## src/rtl/mcdt_pkg.sv

```systemverilog
package mcdt_pkg;

  typedef enum logic {
    ROUTE_ECC = 1'b0,
    ROUTE_PIN = 1'b1
  } route_e;

  function automatic logic [4:0] idle_code5();
    return '1;
  endfunction

endpackage

```

## src/rtl/mcdt_mode_latch.sv

```systemverilog
module mcdt_mode_latch
  import mcdt_pkg::*;
(
  input  logic   clk,
  input  logic   rst_n,
  input  logic   strap_i,
  output route_e route_o
);

  route_e route_q;

  // The strap is followed on every edge while reset is held, so the value
  // present at the final reset edge is the one kept afterwards.
  always_ff @(posedge clk) begin
    if (!rst_n) begin
      route_q <= strap_i ? ROUTE_PIN : ROUTE_ECC;
    end
  end

  assign route_o = route_q;

endmodule

```

## src/rtl/mcdt_event_reg.sv

```systemverilog
module mcdt_event_reg #(
  parameter int ID_W = 5
) (
  input  logic            clk,
  input  logic            rst_n,
  input  logic            row_cmd_i,
  input  logic            col_cmd_i,
  input  logic [ID_W-1:0] src_id_i,
  input  logic            data_vld_i,
  output logic [ID_W-1:0] id_o,
  output logic            dv_o
);

  localparam logic [ID_W-1:0] IDLE_ID = '1;

  logic            cmd_any;
  logic [ID_W-1:0] id_d;
  logic [ID_W-1:0] id_q;
  logic            dv_q;

  // One ID per cycle, regardless of whether one or both strobes are set.
  assign cmd_any = row_cmd_i | col_cmd_i;
  assign id_d    = cmd_any ? src_id_i : IDLE_ID;

  always_ff @(posedge clk) begin
    if (!rst_n) begin
      id_q <= IDLE_ID;
      dv_q <= 1'b0;
    end else begin
      id_q <= id_d;
      dv_q <= data_vld_i;
    end
  end

  assign id_o = id_q;
  assign dv_o = dv_q;

endmodule

```

## src/rtl/mcdt_pin_router.sv

```systemverilog
module mcdt_pin_router
  import mcdt_pkg::*;
#(
  parameter int ID_W  = 5,
  parameter int ECC_W = 8
) (
  input  route_e           route_i,
  input  logic [ID_W-1:0]  id_i,
  input  logic             dv_i,
  input  logic [ECC_W-1:0] ecc_data_i,
  input  logic             ecc_oe_i,
  output logic [ID_W-1:0]  dbg_id_o,
  output logic             dbg_dv_o,
  output logic             dbg_oe_o,
  output logic [ECC_W-1:0] ecc_o,
  output logic [ECC_W-1:0] ecc_oe_o
);

  localparam int DV_LANE = ID_W;

  logic pin_mode;
  assign pin_mode = (route_i == ROUTE_PIN);

  assign dbg_id_o = id_i;
  assign dbg_dv_o = dv_i;
  assign dbg_oe_o = pin_mode;

  for (genvar lane = 0; lane < ECC_W; lane++) begin : g_lane
    logic trace_bit;
    logic trace_en;
    if (lane < ID_W) begin : g_id
      assign trace_bit = id_i[lane];
      assign trace_en  = 1'b1;
    end else if (lane == DV_LANE) begin : g_dv
      assign trace_bit = dv_i;
      assign trace_en  = 1'b1;
    end else begin : g_free
      assign trace_bit = 1'b0;
      assign trace_en  = 1'b0;
    end
    assign ecc_o[lane]    = pin_mode ? ecc_data_i[lane] : trace_bit;
    assign ecc_oe_o[lane] = pin_mode ? ecc_oe_i : trace_en;
  end

endmodule

```

## src/rtl/mc_dbg_trace_mux.sv

```systemverilog
module mc_dbg_trace_mux
  import mcdt_pkg::*;
#(
  parameter int ID_W  = 5,
  parameter int ECC_W = 8
) (
  input  logic             clk,
  input  logic             rst_n,
  input  logic             strap_i,
  input  logic             row_cmd_i,
  input  logic             col_cmd_i,
  input  logic [ID_W-1:0]  src_id_i,
  input  logic             data_vld_i,
  input  logic [ECC_W-1:0] ecc_data_i,
  input  logic             ecc_oe_i,
  output logic [ID_W-1:0]  dbg_id_o,
  output logic             dbg_dv_o,
  output logic             dbg_oe_o,
  output logic [ECC_W-1:0] ecc_o,
  output logic [ECC_W-1:0] ecc_oe_o,
  output logic             mode_stat_o
);

  route_e          route;
  logic [ID_W-1:0] trace_id;
  logic            trace_dv;

  mcdt_mode_latch u_mode (
    .clk     (clk),
    .rst_n   (rst_n),
    .strap_i (strap_i),
    .route_o (route)
  );

  mcdt_event_reg #(.ID_W(ID_W)) u_evt (
    .clk        (clk),
    .rst_n      (rst_n),
    .row_cmd_i  (row_cmd_i),
    .col_cmd_i  (col_cmd_i),
    .src_id_i   (src_id_i),
    .data_vld_i (data_vld_i),
    .id_o       (trace_id),
    .dv_o       (trace_dv)
  );

  mcdt_pin_router #(.ID_W(ID_W), .ECC_W(ECC_W)) u_route (
    .route_i    (route),
    .id_i       (trace_id),
    .dv_i       (trace_dv),
    .ecc_data_i (ecc_data_i),
    .ecc_oe_i   (ecc_oe_i),
    .dbg_id_o   (dbg_id_o),
    .dbg_dv_o   (dbg_dv_o),
    .dbg_oe_o   (dbg_oe_o),
    .ecc_o      (ecc_o),
    .ecc_oe_o   (ecc_oe_o)
  );

  assign mode_stat_o = (route == ROUTE_PIN);

endmodule

```

## config.mk

```make
export PLATFORM = sky130hd
export DESIGN_NAME = mc_dbg_trace_mux
export DESIGN_NICKNAME = d
export VERILOG_FILES = /design/src/rtl/mcdt_pkg.sv /design/src/rtl/mcdt_mode_latch.sv /design/src/rtl/mcdt_event_reg.sv /design/src/rtl/mcdt_pin_router.sv /design/src/rtl/mc_dbg_trace_mux.sv
export SDC_FILE = /design/constraint.sdc
export NUM_CORES = 1
export LEC_CHECK = 0
export ABC_AREA = 1
export BUFFER_PORTS_ARGS = -buffer_cell sky130_fd_sc_hd__buf_2
export CORE_AREA = 8 8 46 48
export CTS_CLUSTER_DIAMETER = 50
export CTS_CLUSTER_SIZE = 25
export DETAILED_ROUTE_END_ITERATION = 8
export DIE_AREA = 0 0 54 56
export GPL_ROUTABILITY_DRIVEN = 0
export GPL_TIMING_DRIVEN = 1
export PLACE_DENSITY_LB_ADDON = 0.2
export SYNTH_ARGS = -nofsm -noshare
export SYNTH_HDL_FRONTEND = slang
export SYNTH_HIERARCHICAL = 1
export SYNTH_SLANG_ARGS = --single-unit
```

## constraint.sdc

```tcl
create_clock -name clk -period 1.4 [get_ports clk]
set_input_delay 0.42 -clock clk [delete_from_list [all_inputs] [get_ports clk]]
set_output_delay 0.42 -clock clk [all_outputs]
set_load 0.02 [all_outputs]
```

### Word level (Yosys, flattened, before mapping)

Cells that the tools add are included.

* flip-flop bits (word level): 7
* bits of input ports: 20

* muxes and demuxes: 11
* bitwise logic cells: 1
* reduce and logical (&&, ||, !) cells: 1

Operators by type and width (count)
* $mux W1: 11
* $reduce_and A2 Y1: 1
* $or A1 B1 Y1: 1

### Longest topological paths before layout

Gate-level depths: netlist (run 1).

* word-level depth: 2
* depth in mapped cells: 4

### By module

The synthesis (run 1) kept the hierarchy.

Modules (own cells, without submodules)
* mcdt_pin_router: instances 1, cells an instance 41, area each 210.2 µm², seq. area each 0.0 µm²
* mcdt_event_reg: instances 1, cells an instance 21, area each 185.2 µm², seq. area each 120.1 µm²
* mcdt_mode_latch: instances 1, cells an instance 2, area each 33.8 µm², seq. area each 30.0 µm²

### Worst setup path before layout (run 1)

Ideal clock, no wire load.

* kind: reg2out
* from: reg u_mode.route_q, in the netlist u_mode/route_o
* to: out ecc_oe_o[1]
* data arrival time: 1.129 ns
* required time: 0.980 ns
* slack: -0.149 ns
* stages on the path, launching flop included: 4
* path buffers: 2
* cell sequence: edfxtp_1 buf_6 nand2_1 buf_4

* cells in the longest elaborated chain, start to end: 1

RTL lines
* start: declaration: line mcdt_mode_latch.sv:10 `route_e route_q;`
* start signal: assignment: line mcdt_mode_latch.sv:16 `route_q <= strap_i ? ROUTE_PIN : ROUTE_ECC;`
* $mux W1
* end: declaration: line mc_dbg_trace_mux.sv:20 `output logic [ECC_W-1:0] ecc_oe_o,`

Every way passes these cells.

### Final worst setup path (run 1)

* from: reg u_mode.route_q, in the netlist u_mode/route_o
* to: out ecc_o[2]

* cells in the longest elaborated chain, start to end: 1

RTL lines
* $mux W1: line mcdt_pin_router.sv:41 `assign ecc_o[lane] = pin_mode ? ecc_data_i[lane] : trace_bit;`
* end: declaration: line mc_dbg_trace_mux.sv:19 `output logic [ECC_W-1:0] ecc_o,`

Every way passes these cells.

==> results of run 1 <==
==> placed cells by master, fill, tap and decap left out <==
cell | netlist | final
clkbuf_4 | 0 | 3
nand3_1 | 5 | 5
inv_2 | 0 | 4
edfxtp_1 | 1 | 1
clkbuf_1 | 0 | 1
nand2_2 | 1 | 12
nand2_8 | 0 | 1
buf_2 | 0 | 29
dfxtp_1 | 6 | 6
nand2_1 | 23 | 11
inv_1 | 14 | 10
buf_6 | 1 | 15
buf_4 | 13 | 1
==> state kept, by name, summed over array words and instances (netlist names) <==
name	cells
u_mode/route_o	1
u_evt/id_o	5
u_evt/dv_o	1
==> layout make-up <==
type,instances,area [µm²]
Clock buffer,4,26.3
Tap cell,16,20.0
Sequential cell,7,150
Multi-Input combinational cell,29,161
Timing Repair Buffer,45,322
Fill cell,149,704
Inverter,14,52.6
==> worst paths after layout <==
check,from,endpoint,slack [ns],depth (start not counted)
worst max-delay path,u_mode/route_o,ecc_o[2],-0.11,4
worst min-delay path,data_vld_i,u_evt/dv_o,0.35,3
==> layer usage <==
| layer | vias up | track usage (%) |
|---|---|---|
| met5 | - | 0 |
| met1 | 171 | 7.51 |
| li1 | 240 | - |
| met2 | 31 | 11.1 |
| met4 | 0 | 5.28 |
| met3 | 2 | 4.55 |
==> kinds of logic (layout without fill, tap and decap cells) <==
logic type / after synthesis / after routing / share of synthesized area, %
flip-flops: 7 / 7 / 35.0
buffers and inverters: 28 / 63 / 37.6
AND/OR/NAND/NOR: 29 / 29 / 27.4
==> what timing repair did <==
action / CTS / global route
buffers inserted: 0 / 0
gates resized for setup: 29 / 15
setup endpoints to repair: 16 / 18
pin swaps: 4 / 1
hold endpoints to repair: 0 / 0
==> worst max-delay path, cell delays in order (launching register included) <==
cell and delay (ns):
edfxtp_1 0.42, buf_6 0.18, nand2_2 0.06, nand2_2 0.05, buf_6 0.12
==> power groups by stage <==
stage / sequential [W] / combinational, W / clock, W
global route: 0.000224 / 0.000282 / 0.000204
CTS: 0.000223 / 0.000244 / 0.000191
finish: 0.000223 / 0.000262 / 0.000182
global placement: 0.000226 / 0.000201 / 0
floorplan: 0.000229 / 0.000145 / 0
detailed placement: 0.000226 / 0.000203 / 0
==> through the flow <==
step	util, %	power [W]	instances	setup WS (ns)
floorplan	-	0.000374	64	0.00478
global placement	40.2	0.000426	111	0.167
detailed placement	40.2	0.000429	111	0.144
CTS	47.8	0.000658	115	-0.125
global route	51.0	0.000709	115	-0.173
finish	51.0	0.000666	115	-0.108
==> flow_summary.json, run 1 <==
{
  "worst_setup_hold_path_clk_slew_ns": 0.05,
  "ys_seq_elements": 7,
  "yosys.area.top_type": "dfxtp_1",
  "drv_cap": 0,
  "synth_ff_type": "dfxtp_1",
  "slew_headroom_pct": 89.1,
  "grt_max_degree": 9,
  "wl_met3_um": 226,
  "wl_met2_um": 564,
  "viasPerCell": 3.86,
  "fin_hold_ws_ns": 0.349,
  "netlist_top_cells_count": "23 x nand2_1, 14 x inv_1, 13 x buf_4",
  "yosysSeqAreaShare_pct": 35.0,
  "startpoint_type": "flop",
  "swShare_pct": 33.6,
  "synthTopCellsByArea": "dfxtp_1 28%, buf_4 23%, nand2_1 20%",
  "slew_viol_final": 0,
  "p_comb_share_pct": 39.3,
  "grt_pass1_wl_um": 1700,
  "wl_per_cell_um": 10.6,
  "netlist_area_um2": 429,
  "cp-end-kind": "output port",
  "finalCritPeriodShare_pct": 108,
  "final_layout_size_suffix_gt1_share_pct": 65.7,
  "ant_nets": 0,
  "synth.most_common_cell": "nand2_1",
  "first_pass_iters": 2,
  "p_clk_share_pct": 27.3,
  "stdcell_area_um2": 732,
  "status": "finished with violations",
  "critPathArrivalTime_ns": 1.09,
  "met1_length_um": 419,
  "crit_type": "flop to output port",
  "initial_core_util_pct": 29.9,
  "highest_layer": "met4",
  "p_per_area_nw_per_um2": 909,
  "die_area_um2": 3020,
  "drt_iter0_markers": 2,
  "clk_path_buf_depth": 2,
  "hpwl_um": 990,
  "nets": 120,
  "hp-class": "input pin to flop",
  "die_h_um": 56,
  "track_usage_pct": 7.54,
  "period_needed_ns": 1.51,
  "clock.fmax_ghz": 0.663,
  "power_leakage_nw": 0.437,
  "peakVddDrop_mv": 0.382,
  "fin_tns_setup_ns": -1.50,
  "cts.htree.levels": 1,
  "cp_data_required_time_ns": 0.98,
  "worst_pin_slew_ns": 0.163,
  "postSynthAreaPerCell_um2": 6.71,
  "cts_hold_buf": 0,
  "cts-root-buf": "clkbuf_4",
  "path_max_fanout": 8,
  "p_sw_w": 0.000224,
  "detail_route.drc_violations": 0,
  "final-setup-viol-count": 18,
  "die_w_um": 54,
  "rows": 14,
  "antenna_cells": 0,
  "rsz0062_at_grt": "true",
  "p_seq_share_pct": 33.4,
  "yosysWarningCount": 6,
  "synth.top_cell.area_share_pct": 28.0,
  "async_flop_share_pct": 0,
  "ios": 44,
  "cts_tree": "built",
  "cts_sinks": 7,
  "fin_ws_ns": -0.108,
  "syn_inst": 64,
  "violations": "setup timing",
  "hold_viol_final": 0,
  "fp.coreArea_um2": 1440,
  "vias": 444,
  "gr-total-overflow": 0,
  "cts_buffers": 3,
  "antenna_found_initial": 0,
  "p_int_w": 0.000442,
  "area_delta_synth_final_pct": 70.6,
  "dpl_cell_area_um2": 578,
  "synthDistinctLibCells": 8,
  "port_buffers": 43,
  "drt_wl_total_um": 1220,
  "grt_pass1_vias": 406,
  "syn_nets": 84,
  "synth_edf_count": 1
}
(Power assumes the default switching activity.)
==> run 2, diff against run 1 <==
--- a/config.mk
+++ b/config.mk
@@ -7,11 +7,11 @@
 export LEC_CHECK = 0
 export ABC_AREA = 1
 export BUFFER_PORTS_ARGS = -buffer_cell sky130_fd_sc_hd__buf_2
-export CORE_AREA = 8 8 46 48
+export CORE_AREA = 2 2 40 42
 export CTS_CLUSTER_DIAMETER = 50
 export CTS_CLUSTER_SIZE = 25
 export DETAILED_ROUTE_END_ITERATION = 8
-export DIE_AREA = 0 0 54 56
+export DIE_AREA = 0 0 42 44
 export GPL_ROUTABILITY_DRIVEN = 0
 export GPL_TIMING_DRIVEN = 1
 export PLACE_DENSITY_LB_ADDON = 0.2
==> run 2 against run 1 <==
Against the previous run:
- the flow still finishes with violations (setup timing)
- routed wire length fell by 22%
- flip-flop and latch count did not move
- clock power fell by 4%
- cell count did not move
- final area fell by 3.9%
- sequential power barely moved
- core utilization fell by 1.4 points
- critical path type unchanged
- largest cell class unchanged
==> flow_summary.json, run 2 (synthesis gave the netlist of run 1 again) <==
{
  "rows": 14,
  "final-setup-viol-count": 18,
  "crit_start": "u_mode/route_o",
  "rsz0062_at_grt": "true",
  "cts_sinks": 7,
  "violations": "setup timing",
  "fin_ws_ns": -0.102,
  "clock.fmax_ghz": 0.666,
  "p_per_area_nw_per_um2": 914,
  "dpl_cell_area_um2": 578,
  "cp-end-kind": "output port",
  "hp-class": "input pin to flop",
  "slew_headroom_pct": 90.8,
  "fp.coreArea_um2": 1420,
  "final_common_cell": "buf_2",
  "port_buffers": 43,
  "whs_path_depth": 3,
  "startpoint_type": "flop",
  "nets": 120,
  "cp_data_required_time_ns": 0.98,
  "worst_setup_hold_path_clk_slew_ns": 0.05,
  "final_cell_mix": "29 x buf_2, 13 x nand2_1, 12 x inv_1",
  "drt_wl_total_um": 955,
  "gr-total-overflow": 0,
  "die_area_um2": 1850,
  "hpwl_um": 742,
  "largest_reg_flops": 5,
  "grt_max_degree": 9,
  "track_usage_pct": 10.1,
  "fill_cells": 156,
  "vias": 442,
  "slew_viol_final": 0,
  "antenna_cells": 0,
  "grt_pass1_wl_um": 1350,
  "hold_viol_final": 0,
  "stdcell_area_um2": 703,
  "ios": 44,
  "die_w_um": 42,
  "final_layout_size_suffix_gt1_share_pct": 61.6,
  "detail_route.drc_violations": 0,
  "min_from": "data_vld_i",
  "finalPower_w": 0.000643,
  "clk_path_buf_depth": 2,
  "cts-root-buf": "clkbuf_4",
  "finalCritPeriodShare_pct": 107,
  "drv_cap": 0,
  "area_delta_synth_final_pct": 63.8,
  "drt_iter0_markers": 3,
  "ant_nets": 0,
  "status": "finished with violations",
  "wl_per_cell_um": 8.30,
  "cts.htree.levels": 1,
  "critPathArrivalTime_ns": 1.08,
  "grt_pass1_vias": 357,
  "hold_end": "u_evt/dv_o",
  "peakVddDrop_mv": 0.440,
  "path_max_fanout": 8,
  "antenna_found_initial": 0,
  "worst_pin_slew_ns": 0.137,
  "initial_core_util_pct": 30.2,
  "power_leakage_nw": 0.437,
  "first_pass_iters": 3,
  "fin_hold_ws_ns": 0.353,
  "period_needed_ns": 1.50,
  "cts_buffers": 3,
  "cts_tree": "built",
  "multi_input_area_um2": 148,
  "cts_hold_buf": 0,
  "die_h_um": 44,
  "crit_type": "flop to output port",
  "sequential_cell_area_um2": 150,
  "postCtsSetupBuffers": 0,
  "viasPerCell": 3.84
}
-- run 2: changes by cell type in the layout (fill, tap and decap cells not counted) --
cell and delta:
nand2_1 +2, inv_2 -2, buf_4 +4, buf_6 -4, nand2_8 -1, nand2_2 -2, inv_1 +2, nand2_4 +1
-- run 2: critical path, cell delays in order (launching register included) --
cell,delay (ns)
edfxtp_1,0.42
buf_6,0.17
nand2_2,0.06
nand2_2,0.06
buf_6,0.12
-- run 2: routing by layer --
layer	up-vias	GRT usage, %	part of all wire [%]
met5	-	0	0
met4	0	9.68	0.94
met3	2	2.92	10
met2	26	18.4	55
met1	173	8.84	33
li1	241	-	-
-- run 2: repair_timing --
item | 4_1_cts | 5_1_grt
setup endpoints to repair | 16 | 18
pin swaps | 1 | 1
gates cloned | 0 | 0
gates resized for setup | 25 | 10
-- run 2: report_power, final --
| part | switching (W) | internal, W |
|---|---|---|
| combinational | 0.000136 | 0.000110 |
| clock | 0.0000654 | 0.000108 |
| sequential | 0.00000624 | 0.000216 |
| total | 0.000208 | 0.000435 |
-- run 2: how the worst max path moves through the flow --
stage | to | cells past startpoint
6_report | ecc_o[2] | 4
5_1_grt | ecc_o[2] | 4
4_1_cts | ecc_o[1] | 4
3_5_place_dp | ecc_o[0] | 4
3_3_place_gp | ecc_o[0] | 4
2_1_floorplan | ecc_oe_o[7] | 4
-- run 2: cell type report --
type	instances	area share, %
Timing Repair Buffer	45	43.6
Sequential cell	7	21.4
Multi-Input combinational cell	29	21.0
Inverter	14	7.47
Clock buffer	4	3.74
Tap cell	16	2.85
-- run 2: through the flow --
step	util, %	std cells	setup TNS [ns]	setup slack (ns)
CTS	47.6	115	-1.71	-0.118
global placement	40.7	111	0	0.154
finish	49.6	115	-1.38	-0.102
floorplan	-	64	0	0.00478
detailed placement	40.7	111	0	0.152
global route	49.6	115	-2.26	-0.156
